===== config.mk =====
export PLATFORM = sky130hd
export DESIGN_NAME = steer_regfile
export DESIGN_NICKNAME = d
export VERILOG_FILES = /design/src/rtl/steer_regfile_pkg.sv /design/src/rtl/rf_addr_steer.sv /design/src/rtl/rf_store.sv /design/src/rtl/steer_regfile.sv
export SDC_FILE = /design/constraint.sdc
export NUM_CORES = 1
export LEC_CHECK = 0
export BUFFER_PORTS_ARGS = -buffer_cell sky130_fd_sc_hd__buf_2
export CORE_MARGIN = 4
export CORE_UTILIZATION = 30
export CTS_BUF_LIST = sky130_fd_sc_hd__clkbuf_4 sky130_fd_sc_hd__clkbuf_8 sky130_fd_sc_hd__clkbuf_16
export DETAILED_ROUTE_END_ITERATION = 8
export GPL_TIMING_DRIVEN = 0
export MAX_ROUTING_LAYER = met4
export PLACE_DENSITY = 0.53
export SLEW_MARGIN = 20
export SYNTH_ARGS = -nofsm -noshare
export SYNTH_HDL_FRONTEND = slang
export SYNTH_SLANG_ARGS = --single-unit

===== constraint.sdc =====
create_clock -name clk -period 3.1 [get_ports clk]
set_clock_uncertainty 0.15 [all_clocks]
set_input_delay 0.62 -clock clk [delete_from_list [all_inputs] [get_ports clk]]
set_output_delay 0.62 -clock clk [all_outputs]
set_load 0.1 [all_outputs]

===== src/rtl/steer_regfile_pkg.sv =====
package steer_regfile_pkg;

    localparam int unsigned DEF_DATA_W = 16;
    localparam int unsigned DEF_REG_N  = 16;

    // position of the source-select bit and the operand-select bit in a field
    localparam int unsigned MODE_BIT = 0;
    localparam int unsigned OPSEL_BIT = 1;

    typedef enum logic {
        SRC_MICRO = 1'b0,
        SRC_INSTR = 1'b1
    } addr_src_e;

    typedef enum logic {
        OP_DST = 1'b0,
        OP_SRC = 1'b1
    } op_pick_e;

endpackage


===== src/rtl/rf_addr_steer.sv =====
module rf_addr_steer
    import steer_regfile_pkg::*;
#(
    parameter int unsigned AW = 4,
    localparam int unsigned FW = AW + 1,
    localparam int unsigned IW = AW - 1
) (
    input  logic [FW-1:0] dsa_fld,
    input  logic [FW-1:0] sb_fld,
    input  logic [IW-1:0] dst_fld,
    input  logic [IW-1:0] src_fld,
    output logic [AW-1:0] a_addr,
    output logic [AW-1:0] b_addr
);

    addr_src_e a_src;
    addr_src_e b_src;
    op_pick_e  pick;
    logic [IW-1:0] op_sel;
    logic [AW-1:0] instr_addr;

    always_comb begin
        a_src = addr_src_e'(dsa_fld[MODE_BIT]);
        b_src = addr_src_e'(sb_fld[MODE_BIT]);
        if (a_src == SRC_INSTR)
            pick = op_pick_e'(dsa_fld[OPSEL_BIT]);
        else
            pick = op_pick_e'(sb_fld[OPSEL_BIT]);
        unique case (pick)
            OP_DST:  op_sel = dst_fld;
            OP_SRC:  op_sel = src_fld;
            default: op_sel = dst_fld;
        endcase
        instr_addr = {{(AW-IW){1'b0}}, op_sel};
    end

    always_comb begin
        unique case (a_src)
            SRC_MICRO: a_addr = dsa_fld[FW-1:1];
            SRC_INSTR: a_addr = instr_addr;
            default:   a_addr = dsa_fld[FW-1:1];
        endcase
        unique case (b_src)
            SRC_MICRO: b_addr = sb_fld[FW-1:1];
            SRC_INSTR: b_addr = instr_addr;
            default:   b_addr = sb_fld[FW-1:1];
        endcase
    end

endmodule


===== src/rtl/rf_store.sv =====
module rf_store #(
    parameter int unsigned DATA_W = 16,
    parameter int unsigned REG_N  = 16,
    localparam int unsigned AW = $clog2(REG_N)
) (
    input  logic              clk,
    input  logic              rst,
    input  logic              wr_en,
    input  logic [AW-1:0]     wr_addr,
    input  logic [DATA_W-1:0] wr_data,
    input  logic [AW-1:0]     rd_a_addr,
    input  logic [AW-1:0]     rd_b_addr,
    output logic [DATA_W-1:0] rd_a_data,
    output logic [DATA_W-1:0] rd_b_data
);

    logic [DATA_W-1:0] cell_q [REG_N];

    // entry 0 is a hard zero with no storage behind it
    assign cell_q[0] = '0;

    for (genvar i = 1; i < REG_N; i++) begin : g_cell
        logic [DATA_W-1:0] q;
        logic              hit;
        assign hit = wr_en && (wr_addr == AW'(i));
        always_ff @(posedge clk) begin
            if (rst)
                q <= '0;
            else if (hit)
                q <= wr_data;
        end
        assign cell_q[i] = q;
    end

    assign rd_a_data = cell_q[rd_a_addr];
    assign rd_b_data = cell_q[rd_b_addr];

endmodule


===== src/rtl/steer_regfile.sv =====
module steer_regfile
    import steer_regfile_pkg::*;
#(
    parameter int unsigned DATA_W = DEF_DATA_W,
    parameter int unsigned REG_N  = DEF_REG_N,
    localparam int unsigned AW = $clog2(REG_N),
    localparam int unsigned FW = AW + 1,
    localparam int unsigned IW = AW - 1
) (
    input  logic              clk,
    input  logic              rst,
    input  logic              wr_en,
    input  logic [DATA_W-1:0] wr_data,
    input  logic [FW-1:0]     dsa_fld,
    input  logic [FW-1:0]     sb_fld,
    input  logic [IW-1:0]     dst_fld,
    input  logic [IW-1:0]     src_fld,
    output logic [AW-1:0]     a_addr,
    output logic [AW-1:0]     b_addr,
    output logic [DATA_W-1:0] a_data,
    output logic [DATA_W-1:0] b_data
);

    rf_addr_steer #(.AW(AW)) u_steer (
        .dsa_fld (dsa_fld),
        .sb_fld  (sb_fld),
        .dst_fld (dst_fld),
        .src_fld (src_fld),
        .a_addr  (a_addr),
        .b_addr  (b_addr)
    );

    rf_store #(.DATA_W(DATA_W), .REG_N(REG_N)) u_store (
        .clk       (clk),
        .rst       (rst),
        .wr_en     (wr_en),
        .wr_addr   (a_addr),
        .wr_data   (wr_data),
        .rd_a_addr (a_addr),
        .rd_b_addr (b_addr),
        .rd_a_data (a_data),
        .rd_b_data (b_data)
    );

endmodule


# Yosys cells after proc, flatten, opt, wreduce, memory -nomap -nowiden
# Index checks and enable logic that the tools add are counted.
word_totals:
  wordCells: 62
  reg_bits: 240
  output_inout_bits: 40
  inputBits: 35
op_classes:
  bitwise: 5
  magnitude_cmp: 2
  reduce_logical: 15
  mux: 10
  n_eq_ne: 15
op_table:
  columns: ["operator", "n"]
  rows:
  - ["$bmux 16 s4", 2]
  - ["$mux 16", 4]
  - ["$eq 4x4->1 const B", 8]
  - ["$eq 4x3->1 const B", 4]
  - ["$pmux 4 s2", 2]
  - ["$logic_and 1x1->1", 15]
  - ["$ge 5x5->1 const B", 2]
  - ["$not 4->5", 2]
  - ["$eq 4x2->1 const B", 2]
  - ["$pmux 3 s2", 1]
  - ["$eq 4x1->1 const B", 1]
  - ["$not 1->1", 3]
  - ["$mux 1", 1]

# Logic depth before layout (Yosys ltp)
logic_depth:
  word_depth: 8
  mapped_depth: 10
  depth_no_buf: 7

# Modules after synthesis
# From an unflattened synthesis, not the netlist that was laid out.
hier_totals:
  cells_unflattened: 1480
  area_unflattened_um2: 13451.7
modules_own_cells:
  columns: ["mod", "cells_per_inst", "n_inst", "area_per_inst_um2", "seq_area_each_um2"]
  rows:
  - ["rf_store", 1458, 1, 13294.0, 4804.6]
  - ["rf_addr_steer", 22, 1, 157.7, 0.0]

# Worst setup path after synthesis
# Ideal clock, no wire load.
synth_timing:
  path_kind: "input -> output"
  from: "in dsa_fld[0]"
  to: "out b_data[10]"
  slack_ns: -1.756
  required_time_ns: 2.330
  stages: 8
  t_arrival_ns: 4.086
  path_buffers: 2
  path_cell_list: "buf_6 mux2i_2 mux2i_1 o21ai_1 nand2_1 clkbuf_1 o22ai_1 o21ai_1"
synth_via:
  elab_chain_len: 8
synth_rtl:
  columns: ["item", "line", "source"]
  rows:
  - ["from (decl)", "steer_regfile.sv:14", "input logic [FW-1:0] dsa_fld,"]
  - ["$mux 1 (*)", "rf_addr_steer.sv:25", "if (a_src == SRC_INSTR)"]
  - ["$not 1->1", "rf_addr_steer.sv:29", "unique case (pick)"]
  - ["$pmux 3 s2 (*)", "rf_addr_steer.sv:29", null]
  - ["$pmux 4 s2 (*)", "rf_addr_steer.sv:43", "unique case (b_src)"]
  - ["net b_addr[2]", "steer_regfile.sv:19", "output logic [AW-1:0] b_addr,"]
  - ["$not 4->5 (implied by the code) (*)", "rf_store.sv:36", "assign rd_b_data = cell_q[rd_b_addr];"]
  - ["$bmux 16 s4 (*)", "rf_store.sv:36", null]
  - ["$mux 16 (implied by the code) (*) (2 in series)", "rf_store.sv:36", null]
  - ["to (decl)", "steer_regfile.sv:21", "output logic [DATA_W-1:0] b_data"]
# The timed path passes the listed nets; every way through them passes the cells marked *. The select of a mux whose other input is x is not followed.

# Worst setup path after layout
layout_timing:
  from: "in dsa_fld[1]"
  to: "out b_data[12]"
layout_via:
  elab_chain_len: 8
layout_rtl:
  columns: ["item", "line"]
  rows:
  - ["$mux 1 (*)", "rf_addr_steer.sv:25"]
  - ["$not 1->1", "rf_addr_steer.sv:29"]
  - ["$pmux 3 s2 (*)", "rf_addr_steer.sv:29"]
  - ["$pmux 4 s2 (*)", "rf_addr_steer.sv:43"]
  - ["$not 4->5 (implied by the code) (*)", "rf_store.sv:36"]
  - ["$bmux 16 s4 (*)", "rf_store.sv:36"]
  - ["$mux 16 (implied by the code) (*) (2 in series)", "rf_store.sv:36"]
# Every way passes the cells marked *; elsewhere a longest branch is shown, timed or not. The select of a mux whose other input is x is not followed.

==> out/results.ini <==
[synth]
ys_seq_elements=240
syn-num-nets=1496
synthAdderAreaFrac_pct=0
synth_top_family_by_area=multiplexers
synth_top_cells_by_area=dfxtp_1 (39%), nand2_1 (15%), mux4_2 (15%), a21oi_1 (9.8%), mux2_2 (4.4%)
synth_edf_count=0
syn-cell-area_um2=12330
yosysMostFrequentCell=nand2_1
yosysTopAreaCellShare_pct=38.97
netlist_instances=1461
ys_warn_count=0
synth_simple_gate_area_share_pct=18.30
synth_flop_cell=dfxtp_1
ys_async_sr_fraction_pct=0
avgSynthCellArea_um2=8.439
synth_top_area_cell=dfxtp_1
synthTopCellsByCount=nand2_1 (506), a21oi_1 (241), dfxtp_1 (240)
synth_compound_area_share_pct=16.58
yosysUniqueCellTypes=35
synth_xor_area_share_pct=0
synth_mux_area_share_pct=20.90
synth-seq-area-share_pct=38.97

[sta]
fin_hold_ws_ps=222.2
max_freq_mhz=276.5
setup_violations=32
period_needed_ps=3617
slew_headroom_pct=37.10
slew_violations=0
finalHoldViolCount=0
period_share_pct=116.7
tightest_slew_ps=943.5
rsz0062_at_grt=true
worst_slack_ps=-516.8

[cts]
h-tree-depth=1
cts_buffer_depth=3
cts_sinks=240
clk_pin_slew_ps=60
clockRootBuffer=clkbuf_16
clk_latency_ps=550
cts_made_buffers=29
ctsHoldBuffers=0
cts_tree=built

[routing]
wl_met3_um=2850
drt-met1-wl_um=19580
viasPerCell=5.310
routedWlPerCell_um=21.62
vias=11530
ant_nets=0
drt_pass1_iterations=5
dr.max_layer_used=met4
remaining_drc_errors=0
drt_wl_total_um=46940
wl_met2_um=22960
initialDrtViolationCount=1033

[worst_setup_path]
crit_type=in -> out
crit_path_start_kind=input port
rrSetupSlack_ps=2200
end_kind=primary output
cp.required_ps=2330
cp.arrival_ps=2850
path_max_fanout=7

[finish]
regMostFlops=u_store.g_cell.q
utilization_pct=41.87
areaGrowthSynthToFinish_pct=38.36
fillers=3866
fin_nets=1651
fin_cells=2171
largest_reg_flops=240
drive_gt1_share_pct=32.15
top_regs=u_store.g_cell.q x240
diodes=0
design_area_um2=17060

[power_and_ir_drop]
vdd_drop_max_v=0.0003952
power.density_nw_per_um2=508.3
leakage_nw=5.816

[run]
cap_viol_max_count=0

[status]
violations=setup timing
status=finished, violations left

[floorplan]
dieArea_um2=44410
rows=74
die_y_um=210.7
io-pin-count=75
core_area_um2=40740
start_util_pct=30.26
die-width_um=210.7

[placement]
place_hpwl_um=35040
place_ws_ps=-891.2
postPlaceCellArea_um2=14220
io_buffers=71
dp_cells=2064
routabilityCongestion=0.9081

[global_route]
grt_overflow=0
grt_antenna_before_repair=0
grt_pass1_wl_um=70390
grt_max_degree=15
grt_usage_pct=21.05
grt_pass1_vias=11320

[hold_path]
hold_class=in -> reg

final timing paths:
path | start | cells past startpoint | to
max | dsa_fld[1] | 10 | b_data[12]
min | wr_data[11] | 3 | u_store.g_cell[5].q[11]$_SDFFE_PP0P_
max reg2reg | u_store.g_cell[1].q[14]$_SDFFE_PP0P_ | 2 | u_store.g_cell[1].q[14]$_SDFFE_PP0P_
min reg2reg | u_store.g_cell[12].q[9]$_SDFFE_PP0P_ | 2 | u_store.g_cell[12].q[9]$_SDFFE_PP0P_
through the flow:
stage	power [mW]	TNS [ps]
after floorplan	4.241	-5634
after global placement	4.600	-25590
after detailed placement	4.613	-26370
after CTS	8.658	-12250
after global routing	8.902	-14610
final	8.671	-12920
cell usage in the layout (no fill, tap or decap), types with 26 or more instances in the layout:
cell type,synthesis,routed
mux2_2,48,48
clkbuf_1,72,60
clkbuf_16,0,36
nand2_1,506,488
dfxtp_1,240,240
buf_12,0,60
buf_4,7,26
buf_2,38,63
a21oi_1,241,240
a22oi_2,0,48
mux4_2,80,80
report_power, final:
| group | internal [mW] | switching [mW] | leakage, nW |
|---|---|---|---|
| clock network | 2.31 | 1.38 | 0.530 |
| logic | 0.721 | 1.10 | 3.35 |
| registers | 3.13 | 0.0378 | 1.94 |
| total | 6.16 | 2.51 | 5.82 |
logic make-up after synthesis:
group | after synthesis
DFF | 240
AOI/OAI and AO/OA | 364
buffers and inverters | 135
and+or+nand+nor | 571
muxes | 151
what timing repair did:
action,4_1_cts,5_1_grt
gates resized for setup,253,28
cloned,8,3
endpoints found under the setup margin,33,35
endpoints found under the hold margin,0,0
buffers inserted,36,9
pin swaps,49,20
cell type report:
| type | count | area (µm²) | area share (%) |
|---|---|---|---|
| buffer | 129 | 1022 | 5.992 |
| clock buffer | 43 | 887.1 | 5.200 |
| timing repair buffer | 124 | 1595 | 9.352 |
| inverter | 6 | 41.29 | 0.2420 |
| multi-input combinational | 1086 | 7880 | 46.19 |
| clock inverter | 11 | 162.7 | 0.9535 |
| tap | 532 | 665.6 | 3.902 |
| sequential | 240 | 4805 | 28.16 |
worst max-delay path, stage by stage:
cell and delay, ps:
buf_12 100, mux2i_1 110, a32o_2 280, a31oi_4 190, buf_12 200, buf_12 150, mux4_2 550, a22oi_2 330
o21ai_4 120, buf_12 180
metal layers:
metal	up-vias	track usage, %
li1	5448	-
met1	5609	26.78
met2	372	34.93
met3	98	3.164
met4	0	6.260
met5	-	-
Note: power is estimated with default switching activity, not from simulation.
